<file path="config.mk">
export PLATFORM = sky130hd
export DESIGN_NAME = async_tx_break
export DESIGN_NICKNAME = d
export VERILOG_FILES = /design/src/rtl/async_tx_pkg.sv /design/src/rtl/tx_bit_timer.sv /design/src/rtl/tx_frame_shift.sv /design/src/rtl/tx_pin_mux.sv /design/src/rtl/async_tx_break.sv
export SDC_FILE = /design/constraint.sdc
export NUM_CORES = 1
export LEC_CHECK = 0
export CORE_AREA = 3 3 73 54
export CTS_CLUSTER_DIAMETER = 100
export DETAILED_ROUTE_END_ITERATION = 7
export DIE_AREA = 0 0 76 57
export PLACE_DENSITY_LB_ADDON = 0.3
export SETUP_SLACK_MARGIN = 0.5
export SLEW_MARGIN = 25
export SYNTH_ARGS = -nofsm -noshare
export SYNTH_HDL_FRONTEND = slang
export SYNTH_HIERARCHICAL = 1
export SYNTH_SLANG_ARGS = --single-unit
</file>
<file path="constraint.sdc">
create_clock -name clk_i -period 2.6 [get_ports clk_i]
set_clock_uncertainty 0.05 [all_clocks]
set_input_delay 0.78 -clock clk_i [delete_from_list [all_inputs] [get_ports clk_i]]
set_output_delay 0.78 -clock clk_i [all_outputs]
set_load 0.005 [all_outputs]
</file>
<file path="src/rtl/async_tx_pkg.sv">
package async_tx_pkg;

  localparam int unsigned DATA_W  = 8;
  localparam int unsigned FRAME_W = DATA_W + 4;  // start + data + parity + 2 stop
  localparam int unsigned LEN_W   = $clog2(FRAME_W + 1);

  typedef struct packed {
    logic os8;
    logic len7;
    logic par_en;
    logic par_bit;
    logic stop2;
  } tx_cfg_t;

  typedef struct packed {
    logic [FRAME_W-1:0] bits;
    logic [LEN_W-1:0]   len;
  } tx_frame_t;

  function automatic tx_frame_t build_frame(input tx_cfg_t cfg, input logic [DATA_W-1:0] d);
    tx_frame_t   f;
    int unsigned idx;
    f.bits = '1;
    f.bits[0] = 1'b0;
    idx = 1;
    for (int unsigned i = 0; i < DATA_W; i++) begin
      if (!(cfg.len7 && i == DATA_W - 1)) begin
        f.bits[idx] = d[i];
        idx++;
      end
    end
    if (cfg.par_en) begin
      f.bits[idx] = cfg.par_bit;
      idx++;
    end
    idx = idx + (cfg.stop2 ? 2 : 1);
    f.len = LEN_W'(idx);
    return f;
  endfunction

endpackage

</file>
<file path="src/rtl/tx_bit_timer.sv">
module tx_bit_timer #(
  parameter int unsigned OS_HI = 16,
  parameter int unsigned OS_LO = 8
) (
  input  logic clk_i,
  input  logic rst_ni,
  input  logic run_i,
  input  logic tick_i,
  input  logic os8_i,
  output logic bit_end_o
);
  localparam int unsigned CW = $clog2(OS_HI);
  localparam logic [CW-1:0] LAST_HI = CW'(OS_HI - 1);
  localparam logic [CW-1:0] LAST_LO = CW'(OS_LO - 1);

  logic [CW-1:0] cnt_q;
  logic [CW-1:0] last;

  assign last      = os8_i ? LAST_LO : LAST_HI;
  assign bit_end_o = run_i && tick_i && (cnt_q == last);

  always_ff @(posedge clk_i or negedge rst_ni) begin
    if (!rst_ni)                 cnt_q <= '0;
    else if (!run_i || bit_end_o) cnt_q <= '0;
    else if (tick_i)             cnt_q <= cnt_q + 1'b1;
  end

  // tick count never passes the selected ratio
  a_r4_cnt_bound: assert property (@(posedge clk_i) disable iff (!rst_ni)
    cnt_q <= last);
  a_r4_idle_clear: assert property (@(posedge clk_i) disable iff (!rst_ni)
    !run_i |=> cnt_q == '0);

endmodule

</file>
<file path="src/rtl/tx_frame_shift.sv">
module tx_frame_shift
  import async_tx_pkg::*;
(
  input  logic              clk_i,
  input  logic              rst_ni,
  input  logic              en_i,
  input  logic              load_i,
  input  tx_cfg_t           cfg_i,
  input  logic [DATA_W-1:0] data_i,
  input  logic              bit_end_i,
  output logic              busy_o,
  output logic              os8_o,
  output logic              bit_o
);
  tx_frame_t          nxt;
  logic [FRAME_W-1:0] sr_q;
  logic [LEN_W-1:0]   left_q;
  logic               busy_q;
  logic               os8_q;

  assign nxt = build_frame(cfg_i, data_i);

  always_ff @(posedge clk_i or negedge rst_ni) begin
    if (!rst_ni) begin
      sr_q   <= '1;
      left_q <= '0;
      busy_q <= 1'b0;
      os8_q  <= 1'b0;
    end else if (!en_i) begin
      // abort regardless of progress
      sr_q   <= '1;
      left_q <= '0;
      busy_q <= 1'b0;
    end else if (load_i) begin
      sr_q   <= nxt.bits;
      left_q <= nxt.len;
      busy_q <= 1'b1;
      os8_q  <= cfg_i.os8;
    end else if (busy_q && bit_end_i) begin
      sr_q   <= {1'b1, sr_q[FRAME_W-1:1]};
      left_q <= left_q - 1'b1;
      if (left_q == LEN_W'(1)) busy_q <= 1'b0;
    end
  end

  assign busy_o = busy_q;
  assign os8_o  = os8_q;
  assign bit_o  = sr_q[0];

  a_r6_abort_clears: assert property (@(posedge clk_i) disable iff (!rst_ni)
    !en_i |=> !busy_q);
  a_r5_load_starts: assert property (@(posedge clk_i) disable iff (!rst_ni)
    (en_i && load_i) |=> busy_q && !sr_q[0]);
  a_r3_len_range: assert property (@(posedge clk_i) disable iff (!rst_ni)
    busy_q |-> (left_q != '0) && (left_q <= LEN_W'(FRAME_W)));

endmodule

</file>
<file path="src/rtl/tx_pin_mux.sv">
module tx_pin_mux (
  input  logic tx_en_i,
  input  logic port_oe_i,
  input  logic port_lvl_i,
  input  logic busy_i,
  input  logic bit_i,
  output logic txd_o,
  output logic txd_oe_o
);
  always_comb begin
    if (tx_en_i) begin
      txd_o    = busy_i ? bit_i : 1'b1;
      txd_oe_o = 1'b1;
    end else begin
      txd_o    = port_oe_i ? port_lvl_i : 1'b1;
      txd_oe_o = port_oe_i;
    end
  end
endmodule

</file>
<file path="src/rtl/async_tx_break.sv">
module async_tx_break
  import async_tx_pkg::*;
#(
  parameter int unsigned OS_HI = 16,
  parameter int unsigned OS_LO = 8
) (
  input  logic              clk_i,
  input  logic              rst_ni,
  input  logic              tx_en_i,
  input  logic              port_oe_i,
  input  logic              port_lvl_i,
  input  logic              tick_i,
  input  logic              os8_i,
  input  logic              len7_i,
  input  logic              par_en_i,
  input  logic              par_bit_i,
  input  logic              stop2_i,
  input  logic [DATA_W-1:0] data_i,
  input  logic              valid_i,
  output logic              ready_o,
  output logic              txd_o,
  output logic              txd_oe_o
);
  tx_cfg_t cfg;
  logic    busy;
  logic    os8_q;
  logic    bit_end;
  logic    sr_bit;
  logic    load;

  assign cfg     = '{os8: os8_i, len7: len7_i, par_en: par_en_i, par_bit: par_bit_i, stop2: stop2_i};
  assign ready_o = tx_en_i && !busy;
  assign load    = valid_i && ready_o;

  tx_bit_timer #(.OS_HI(OS_HI), .OS_LO(OS_LO)) u_timer (
    .clk_i    (clk_i),
    .rst_ni   (rst_ni),
    .run_i    (busy && tx_en_i),
    .tick_i   (tick_i),
    .os8_i    (os8_q),
    .bit_end_o(bit_end)
  );

  tx_frame_shift u_shift (
    .clk_i    (clk_i),
    .rst_ni   (rst_ni),
    .en_i     (tx_en_i),
    .load_i   (load),
    .cfg_i    (cfg),
    .data_i   (data_i),
    .bit_end_i(bit_end),
    .busy_o   (busy),
    .os8_o    (os8_q),
    .bit_o    (sr_bit)
  );

  tx_pin_mux u_mux (
    .tx_en_i   (tx_en_i),
    .port_oe_i (port_oe_i),
    .port_lvl_i(port_lvl_i),
    .busy_i    (busy),
    .bit_i     (sr_bit),
    .txd_o     (txd_o),
    .txd_oe_o  (txd_oe_o)
  );

  a_r2_idle_mark: assert property (@(posedge clk_i) disable iff (!rst_ni)
    (tx_en_i && !busy) |-> txd_o && txd_oe_o);
  a_r3_start_low: assert property (@(posedge clk_i) disable iff (!rst_ni)
    (tx_en_i && $rose(busy)) |-> !txd_o);
  a_r7_no_accept_off: assert property (@(posedge clk_i) disable iff (!rst_ni)
    !tx_en_i |-> !ready_o);
  a_r8_reenable_idle: assert property (@(posedge clk_i) disable iff (!rst_ni)
    $rose(tx_en_i) |-> ready_o && txd_o);

endmodule

</file>
==> results of run 1 <==
area by class of cell:
class | count | area, sq um
clock buffers | 4 | 55.05
fillers | 286 | 1647
inverters | 8 | 30.03
multi-input cells | 88 | 639.4
flip-flops and latches | 20 | 513.0
well taps | 47 | 58.81
repair buffers | 33 | 269.0
timing repair:
item,4_1_cts,5_1_grt
hold buffers,0,0
buffers inserted,1,1
resized for setup,27,12
pin swaps,2,3
setup endpoints to repair,18,6
synthesized netlist by cell type (5+ instances only):
library cell  count  share of area (%)
and3_1            7                3.7
nor2_1            5                1.6
nor2b_1           5                2.7
dfrtp_1          10                 21
dfstp_2          10                 22
inv_1             8                2.5
nand2_1           7                2.2
o21ai_0          12                5.1
a211oi_1          8                5.1
ha_1              5                5.3
critical path, delay by kind of cell:
family	cells	cell delay, ps
simple gates	1	170
buf+inv	2	310
compound gates	1	50
kinds of logic (layout without fill, tap and decap cells):
family	after synthesis	after routing	synth area share, %
muxes	3	3	2.654
xor gates and xnor gates	5	5	3.716
buffers and inverters	14	45	4.777
DFF	20	20	43.52
AOI/OAI and AO/OA	33	33	17.84
adders and majority gates	6	6	7.006
and+or+nand+nor	41	41	20.49
per-layer routing:
metal	up-vias	global-route usage [%]	wire [microns]
met1	489	15.81	1222
met2	18	21.72	1222
met3	2	4.101	96
met5	-	0	0
li1	493	-	-
met4	0	2.326	11
worst max path at each step:
stage	startpoint	end	slack [ps]	depth (start not counted)
6_report	port_lvl_i	txd_o	460	4
5_1_grt	port_lvl_i	txd_o	460	4
4_1_cts	port_lvl_i	txd_o	420	4
3_5_place_dp	tx_en_i	txd_o	-370	4
3_3_place_gp	tx_en_i	txd_o	-350	4
2_1_floorplan	len7_i	u_shift/left_q[1]$_DFFE_PN0P_	530	7
state kept, by name (all words and copies together), names as in the netlist:
| name | count |
|---|---|
| u_shift/os8_o | 1 |
| u_shift/sr_q | 10 |
| u_shift/busy_o | 1 |
| u_shift/left_q | 4 |
| u_timer/cnt_q | 4 |
where the power goes:
group / internal, uW / switching (uW) / total [uW]
registers: 334 / 11.0 / 345
clock network: 135 / 96.9 / 231
logic: 65.3 / 55.7 / 121
total: 534 / 164 / 697
stage by stage:
stage                     utilization, %  TNS (ps)
final                              48.73         0
after global routing               48.73         0
after CTS                          48.31         0
after detailed placement           46.67     -2634
after global placement             46.67     -2127
after floorplan                        -         0
==> impl_metrics.env, run 1 <==
export IMPL_slowest_stage="clkdlybuf4s15_1"
export IMPL_grt_pass1_wl_microns=4478
export IMPL_dr_pass1_iters=4
export IMPL_cts_tree="yes"
export IMPL_fmax_mhz=468.1
export IMPL_hold_depth=1
export IMPL_fin_ws_ps=463.7
export IMPL_whs_ps=484.7
export IMPL_r2r_setup_slack_ps=860
export IMPL_synth_cells=122
export IMPL_hold_viol_final=0
export IMPL_synthFlopType="dfstp_2"
export IMPL_ys_ff_latch=20
export IMPL_finalMaxSlewViolations=0
export IMPL_drt_antenna_violating_nets=0
export IMPL_p_per_area_nw_per_um2=445.3
export IMPL_fin_area_sq_um=1565
export IMPL_core_area_sq_um=3212
export IMPL_worstSetupPathType="input port to output port"
export IMPL_synth_edf_count=0
export IMPL_die_x_microns=76
export IMPL_clockBufferDepth=2
export IMPL_drv_cap=0
export IMPL_arrival_ps=1310
export IMPL_reg2reg_from="u_timer/cnt_q[0]$_DFFE_PN0P_"
export IMPL_dp_hpwl_microns=1856
export IMPL_cts_buffers=3
export IMPL_dieArea_sq_um=4332
export IMPL_place_congestion=0.8553
export IMPL_place_ws_ps=-366.8
export IMPL_io_pins=23
export IMPL_status="finished, final reports clean"
export IMPL_cts_clk_slew_worst_paths_ps=70
export IMPL_r2r_worst_path_cells=8
export IMPL_yosysSeqAreaShare_pct=43.52
export IMPL_cp_end_kind="output port"
export IMPL_yosys_warnings=6
export IMPL_areaGrowthSynthToFinish_pct=32.80
export IMPL_grt_overflow_total=0
export IMPL_min_path_type="flop to flop"
export IMPL_yosysUniqueCellTypes=38
export IMPL_avgSynthCellArea_sq_um=9.661
export IMPL_cts_sinks=20
export IMPL_p_total_uw=697.0
export IMPL_io_buffer_count=22
export IMPL_mostFrequentLayoutCells="clkdlybuf4s50_1, buf_4, o21ai_0"
export IMPL_period_needed_ps=2136
export IMPL_max_stage_delay_ps=180
export IMPL_cts_root_buf="clkbuf_8"
export IMPL_worstHoldStart="u_shift/os8_o$_DFFE_PN0P_"
export IMPL_rsz0062_at_grt="true"
export IMPL_diodes=0
export IMPL_drive_above_1_share_pct=30.72
export IMPL_tightest_slew_ps=257.6
export IMPL_drt_first_iter_violations=23
export IMPL_placed_cell_area_sq_um=1499
export IMPL_dp_cells=194
export IMPL_required_ps=1770
export IMPL_crit_chain="clkdlybuf4s15_1, nor3b_2, a31oi_1, buf_2"
export IMPL_die_h_microns=57
export IMPL_cp_max_fo=1
export IMPL_routed_via_count=1002
export IMPL_track_usage_pct=12.59
export IMPL_grt_pass1_vias=1007
export IMPL_htree_levels=1
export IMPL_p_leak_uw=0.0006743
export IMPL_r2r_end="u_shift/sr_q[1]$_DFFE_PN1P_"
export IMPL_antenna_found_initial=0
export IMPL_insertion_delay_ps=250
export IMPL_syn_area_sq_um=1179
export IMPL_ir_drop_uv=271.3
export IMPL_report_final_setup_viol=0
export IMPL_routed_wl_microns=2553
export IMPL_nets=180
export IMPL_async_flop_share_pct=100.0
export IMPL_rows=17
export IMPL_grt_max_degree=21
export IMPL_hold_path_end="u_shift/os8_o$_DFFE_PN0P_"
export IMPL_max_slew_margin_rel_pct=82.83
export IMPL_viasPerCell=5.010
export IMPL_stdcell_count=200
export IMPL_drc=0
export IMPL_cp_start_kind="input port"
export IMPL_syn_nets=148
export IMPL_wl_per_cell_microns=12.77
export IMPL_layout_commonest_cell="clkdlybuf4s50_1"
export IMPL_timing_final_crit_share_pct=82.16
export IMPL_initial_core_util_pct=36.70
Power figures use the tool's default switching activity.
==> run 2, diff against run 1 <==
- clock period: 2.6 -> 1.9 ns (I/O delays scaled with it)
==> impl_metrics.env, run 2 (same netlist as run 1, synthesis figures left out) <==
export IMPL_grt_max_degree=21
export IMPL_core_area_sq_um=3212
export IMPL_insertion_delay_ps=260
export IMPL_status="finished, final reports clean"
export IMPL_fillers=252
export IMPL_grt_pass1_vias=1105
export IMPL_reg2reg_from="u_shift/busy_o$_DFFE_PN0P_"
export IMPL_cp_max_fo=5
export IMPL_track_usage_pct=15.30
export IMPL_finalMaxSlewViolations=0
export IMPL_max_slew_margin_rel_pct=81.93
export IMPL_rows=17
export IMPL_routed_via_count=1127
export IMPL_die_x_microns=76
export IMPL_drt_first_iter_violations=66
export IMPL_nets=202
export IMPL_cp_end_kind="flop"
export IMPL_fin_setup_tns_ps=0
export IMPL_place_ws_ps=-661.6
export IMPL_required_ps=2050
export IMPL_cts_tree="yes"
export IMPL_drc=0
export IMPL_diodes=0
export IMPL_hold_depth=1
export IMPL_drive_above_1_share_pct=52.57
export IMPL_ctsHoldBuffers=0
export IMPL_report_final_setup_viol=0
export IMPL_cts_clk_slew_worst_paths_ps=80
export IMPL_fmax_mhz=576.0
export IMPL_fin_ws_ps=163.9
export IMPL_grt_overflow_total=0
export IMPL_cts_buffers=3
export IMPL_place_congestion=0.8029
export IMPL_p_leak_uw=0.0008716
export IMPL_die_h_microns=57
export IMPL_io_pins=23
export IMPL_rsz0062_at_grt="true"
export IMPL_p_per_area_nw_per_um2=568.5
export IMPL_io_buffer_count=22
export IMPL_clockBufferDepth=2
export IMPL_period_needed_ps=1736
export IMPL_worstHoldStart="u_shift/os8_o$_DFFE_PN0P_"
export IMPL_cts_root_buf="clkbuf_8"
export IMPL_arrival_ps=1890
export IMPL_dieArea_sq_um=4332
export IMPL_r2r_worst_path_cells=8
export IMPL_drv_cap=0
export IMPL_dp_hpwl_microns=2054
export IMPL_worstSetupPathType="flop to flop"
export IMPL_grt_pass1_wl_microns=5368
export IMPL_wl_per_cell_microns=15.50
export IMPL_r2r_end="u_shift/left_q[1]$_DFFE_PN0P_"
export IMPL_routed_wl_microns=3441
export IMPL_hold_path_end="u_shift/os8_o$_DFFE_PN0P_"
export IMPL_hold_viol_final=0
export IMPL_antenna_found_initial=0
export IMPL_cts_sinks=20
export IMPL_tightest_slew_ps=271.0
export IMPL_drt_antenna_violating_nets=0
export IMPL_fin_util_pct=63.50
export IMPL_areaGrowthSynthToFinish_pct=73.04
export IMPL_initial_core_util_pct=36.70
export IMPL_timing_final_crit_share_pct=91.37
export IMPL_mostFrequentLayoutCells="buf_4, clkdlybuf4s50_1, o21ai_1, dfrtp_1, dfstp_2"
export IMPL_htree_levels=1
export IMPL_viasPerCell=5.077
export IMPL_top_register="u_shift/sr_q"
export IMPL_ir_drop_uv=332.2
export IMPL_largest_registers="u_shift/sr_q: 10 flops, u_shift/left_q: 4 flops, u_timer/cnt_q: 4 flops"
export IMPL_r2r_setup_slack_ps=160
export IMPL_layout_commonest_cell="buf_4"
export IMPL_dr_pass1_iters=4
export IMPL_cp_start_kind="flop"
export IMPL_largest_reg_flops=10
export IMPL_min_path_type="flop to flop"
## run 2: changes by cell type in the layout (fill, tap and decap cells not counted), moves of 5 or more
cell | before | now
buf_6 | 0 | 8
buf_12 | 0 | 5
a211oi_2 | 3 | 8
buf_4 | 12 | 21
o21ai_0 | 12 | 3
o21ai_1 | 1 | 10
a211oi_1 | 5 | 0
## run 2: final cells by class
cell class                 instances  area, sq um  share of cell area (%)
multi-input combinational         89        802.0                   39.33
timing repair buffer              54        551.8                   27.06
sequential                        20        513.0                   25.15
tap                               47        58.81                   2.883
inverter                           8        42.54                   2.086
clock buffer                       3        41.29                   2.025
clock inverter                     1        30.03                   1.472
## run 2: worst max-delay path by stage
stage	cells past startpoint	start	end
after global placement	8	len7_i	u_shift/left_q[1]$_DFFE_PN0P_
after detailed placement	8	len7_i	u_shift/left_q[1]$_DFFE_PN0P_
final	8	u_shift/busy_o$_DFFE_PN0P_	u_shift/left_q[1]$_DFFE_PN0P_
after floorplan	7	len7_i	u_shift/left_q[1]$_DFFE_PN0P_
after CTS	3	u_shift/sr_q[0]$_DFFE_PN1P_	txd_o
after global routing	8	u_timer/cnt_q[1]$_DFFE_PN0P_	u_shift/busy_o$_DFFE_PN0P_
## run 2: what timing repair did
action	4_1_cts	5_1_grt
gates resized for setup	70	7
endpoints found under the setup margin	23	19
pin swaps	28	6
cloned	2	0
buffers inserted	9	8
## run 2: per-layer routing
metal | routed length, microns | GRT usage [%] | vias to the layer above
met3 | 138 | 3.943 | 4
met4 | 29 | 1.550 | 0
met2 | 1679 | 26.26 | 25
met1 | 1593 | 20.43 | 555
met5 | 0 | 0 | -
li1 | - | - | 543
## run 2: worst max-delay path, stage by stage, from the launching register on
cell and delay [ps]:
dfrtp_1 390, buf_6 120, buf_12 120, and2_4 150, and2_4 170, buf_6 130, buf_4 120, a311oi_2 280
o21a_1 140
## run 2: power breakdown
| part | total, uW | switching, uW | internal [uW] |
|---|---|---|---|
| clock network | 429 | 148 | 281 |
| logic | 255 | 109 | 146 |
| registers | 476 | 19.2 | 457 |
| total | 1160 | 275 | 884 |
## run 2: metrics by stage
step,instance area [sq um],power (uW),instances,hold WS [ps]
2_1_floorplan,1304,575.2,122,224.4
3_3_place_gp,1670,670.1,199,463.3
3_5_place_dp,1670,676.2,199,477.7
4_1_cts,1952,1149,214,527.6
5_1_grt,2039,1210,222,544.1
6_report,2039,1159,222,528.7
==> run 3, diff against run 2 <==
- PLACE_DENSITY: unset -> 0.71
- PLACE_DENSITY_LB_ADDON: 0.3 -> unset
==> impl_metrics.env, run 3 (same netlist as run 1, synthesis figures left out) <==
export IMPL_top_register="u_shift/sr_q"
export IMPL_cts_buffers=3
export IMPL_place_ws_ps=-675.1
export IMPL_routed_via_count=1058
export IMPL_dieArea_sq_um=4332
export IMPL_finalMaxSlewViolations=0
export IMPL_cp_end_kind="flop"
export IMPL_grt_pass1_wl_microns=5319
export IMPL_nets=197
export IMPL_cts_root_buf="clkbuf_8"
export IMPL_clockBufferDepth=2
export IMPL_cts_clk_slew_worst_paths_ps=80
export IMPL_dr_pass1_iters=4
export IMPL_cp_start_kind="input port"
export IMPL_grt_max_degree=21
export IMPL_placed_cell_area_sq_um=1665
export IMPL_die_x_microns=76
export IMPL_period_needed_ps=1716
export IMPL_htree_levels=1
export IMPL_whs_ps=515.2
export IMPL_grt_pass1_vias=1146
export IMPL_timing_final_crit_share_pct=90.30
export IMPL_report_final_setup_viol=0
export IMPL_mostFrequentLayoutCells="buf_4, clkdlybuf4s50_1, o21ai_1, dfrtp_1, dfstp_2"
export IMPL_hold_viol_final=0
export IMPL_routed_wl_microns=3180
export IMPL_p_leak_uw=0.0008243
export IMPL_diodes=0
export IMPL_pwr_share_comb_pct=23.4
export IMPL_fin_ws_ps=184.3
export IMPL_drc=0
export IMPL_antenna_found_initial=0
export IMPL_core_area_sq_um=3212
export IMPL_cts_sinks=20
export IMPL_arrival_ps=1820
export IMPL_drive_above_1_share_pct=54.12
export IMPL_ctsHoldBuffers=0
export IMPL_place_congestion=0.7808
export IMPL_worstSetupPathType="input port to flop"
export IMPL_initial_core_util_pct=36.70
export IMPL_tightest_slew_ps=260.5
export IMPL_rsz0062_at_grt="true"
export IMPL_hold_path_end="u_shift/sr_q[0]$_DFFE_PN1P_"
export IMPL_drv_cap=0
export IMPL_r2r_setup_slack_ps=250
export IMPL_power_frac_clock_pct=33.8
export IMPL_wl_per_cell_microns=14.65
export IMPL_cp_common_cell="ha_4"
export IMPL_track_usage_pct=15.20
export IMPL_status="finished, final reports clean"
export IMPL_fillers=252
export IMPL_io_pins=23
export IMPL_insertion_delay_ps=260
export IMPL_reg2reg_from="u_shift/busy_o$_DFFE_PN0P_"
export IMPL_r2r_worst_path_cells=8
export IMPL_p_total_uw=1113
export IMPL_cts_tree="yes"
export IMPL_ir_drop_uv=341.7
export IMPL_drt_first_iter_violations=15
export IMPL_p_seq_share_pct=42.8
export IMPL_p_per_area_nw_per_um2=552.1
export IMPL_hold_depth=2
export IMPL_max_stage_delay_ps=510
export IMPL_swShare_pct=24.95
export IMPL_rows=17
export IMPL_grt_overflow_total=0
export IMPL_min_path_type="flop to flop"
export IMPL_largest_reg_flops=10
export IMPL_switchingPower_uw=277.6
export IMPL_io_buffer_count=22
export IMPL_crit_chain="buf_12, inv_12, ha_4, ha_4, inv_2, fa_2, nor2_1, o21a_1"
export IMPL_die_h_microns=57
export IMPL_areaGrowthSynthToFinish_pct=71.02
export IMPL_worstHoldStart="u_shift/sr_q[1]$_DFFE_PN1P_"
export IMPL_required_ps=2000
export IMPL_largest_registers="u_shift/sr_q: 10 flops, u_shift/left_q: 4 flops, u_timer/cnt_q: 4 flops"
export IMPL_fin_util_pct=62.76
export IMPL_fin_area_sq_um=2016
export IMPL_p_int_uw=835.2
export IMPL_slowest_stage="fa_2"
export IMPL_fmax_mhz=582.8
export IMPL_layout_commonest_cell="buf_4"
export IMPL_viasPerCell=4.876
export IMPL_dp_hpwl_microns=2104
export IMPL_cp_max_fo=2
export IMPL_max_slew_margin_rel_pct=82.64
export IMPL_drt_antenna_violating_nets=0
export IMPL_r2r_end="u_shift/sr_q[6]$_DFFE_PN1P_"
[run 3: layout make-up]
| type | instances | area (sq um) | share of cell area (%) |
|---|---|---|---|
| inverters | 8 | 45.04 | 2.235 |
| clock buffers | 4 | 66.31 | 3.290 |
| multi-input cells | 88 | 819.5 | 40.66 |
| well taps | 47 | 58.81 | 2.917 |
| flip-flops and latches | 20 | 513.0 | 25.45 |
| repair buffers | 50 | 513.0 | 25.45 |
[run 3: worst max path at each step]
| stage | start | to | slack, ps | depth (start not counted) |
|---|---|---|---|---|
| after floorplan | len7_i | u_shift/left_q[1]$_DFFE_PN0P_ | 70 | 7 |
| after global placement | len7_i | u_shift/left_q[1]$_DFFE_PN0P_ | -620 | 8 |
| after detailed placement | len7_i | u_shift/left_q[1]$_DFFE_PN0P_ | -680 | 8 |
| after CTS | u_shift/sr_q[0]$_DFFE_PN1P_ | txd_o | 150 | 3 |
| after global routing | len7_i | u_shift/left_q[1]$_DFFE_PN0P_ | 150 | 8 |
| final | len7_i | u_shift/left_q[1]$_DFFE_PN0P_ | 180 | 8 |
[run 3: timing repair]
action | in CTS | in global routing
resized for setup | 78 | 5
cloned | 1 | 0
setup endpoints to repair | 23 | 19
pin swaps | 29 | 8
setup buffers | 8 | 4
[run 3: per-stage QoR]
step / TNS [ps] / cells
2_1_floorplan: 0 / 122
3_3_place_gp: -8306 / 200
3_5_place_dp: -9362 / 200
4_1_cts: 0 / 213
5_1_grt: 0 / 217
6_report: 0 / 217
[run 3: power groups by stage]
stage                     Sequential, uW  Combinational, uW  Clock (uW)
after floorplan                      477               97.7           0
after global placement               479                191           0
after detailed placement             480                199           0
after CTS                            476                247         384
after global routing                 479                284         397
final                                476                260         377
[run 3: routing by layer]
layer / vias up / global-route usage (%) / routed length (microns)
met5: - / 0 / 0
met3: 8 / 4.259 / 106
li1: 531 / - / -
met1: 500 / 16.50 / 1280
met2: 19 / 29.92 / 1736
met4: 0 / 3.101 / 56
[run 3: worst max-delay path, delay by kind of cell]
kind	cells	cell delay [ps]
adders and majority gates	3	880
AOI/OAI and AO/OA	1	170
buffers and inverters	3	150
and+or+nand+nor	1	40
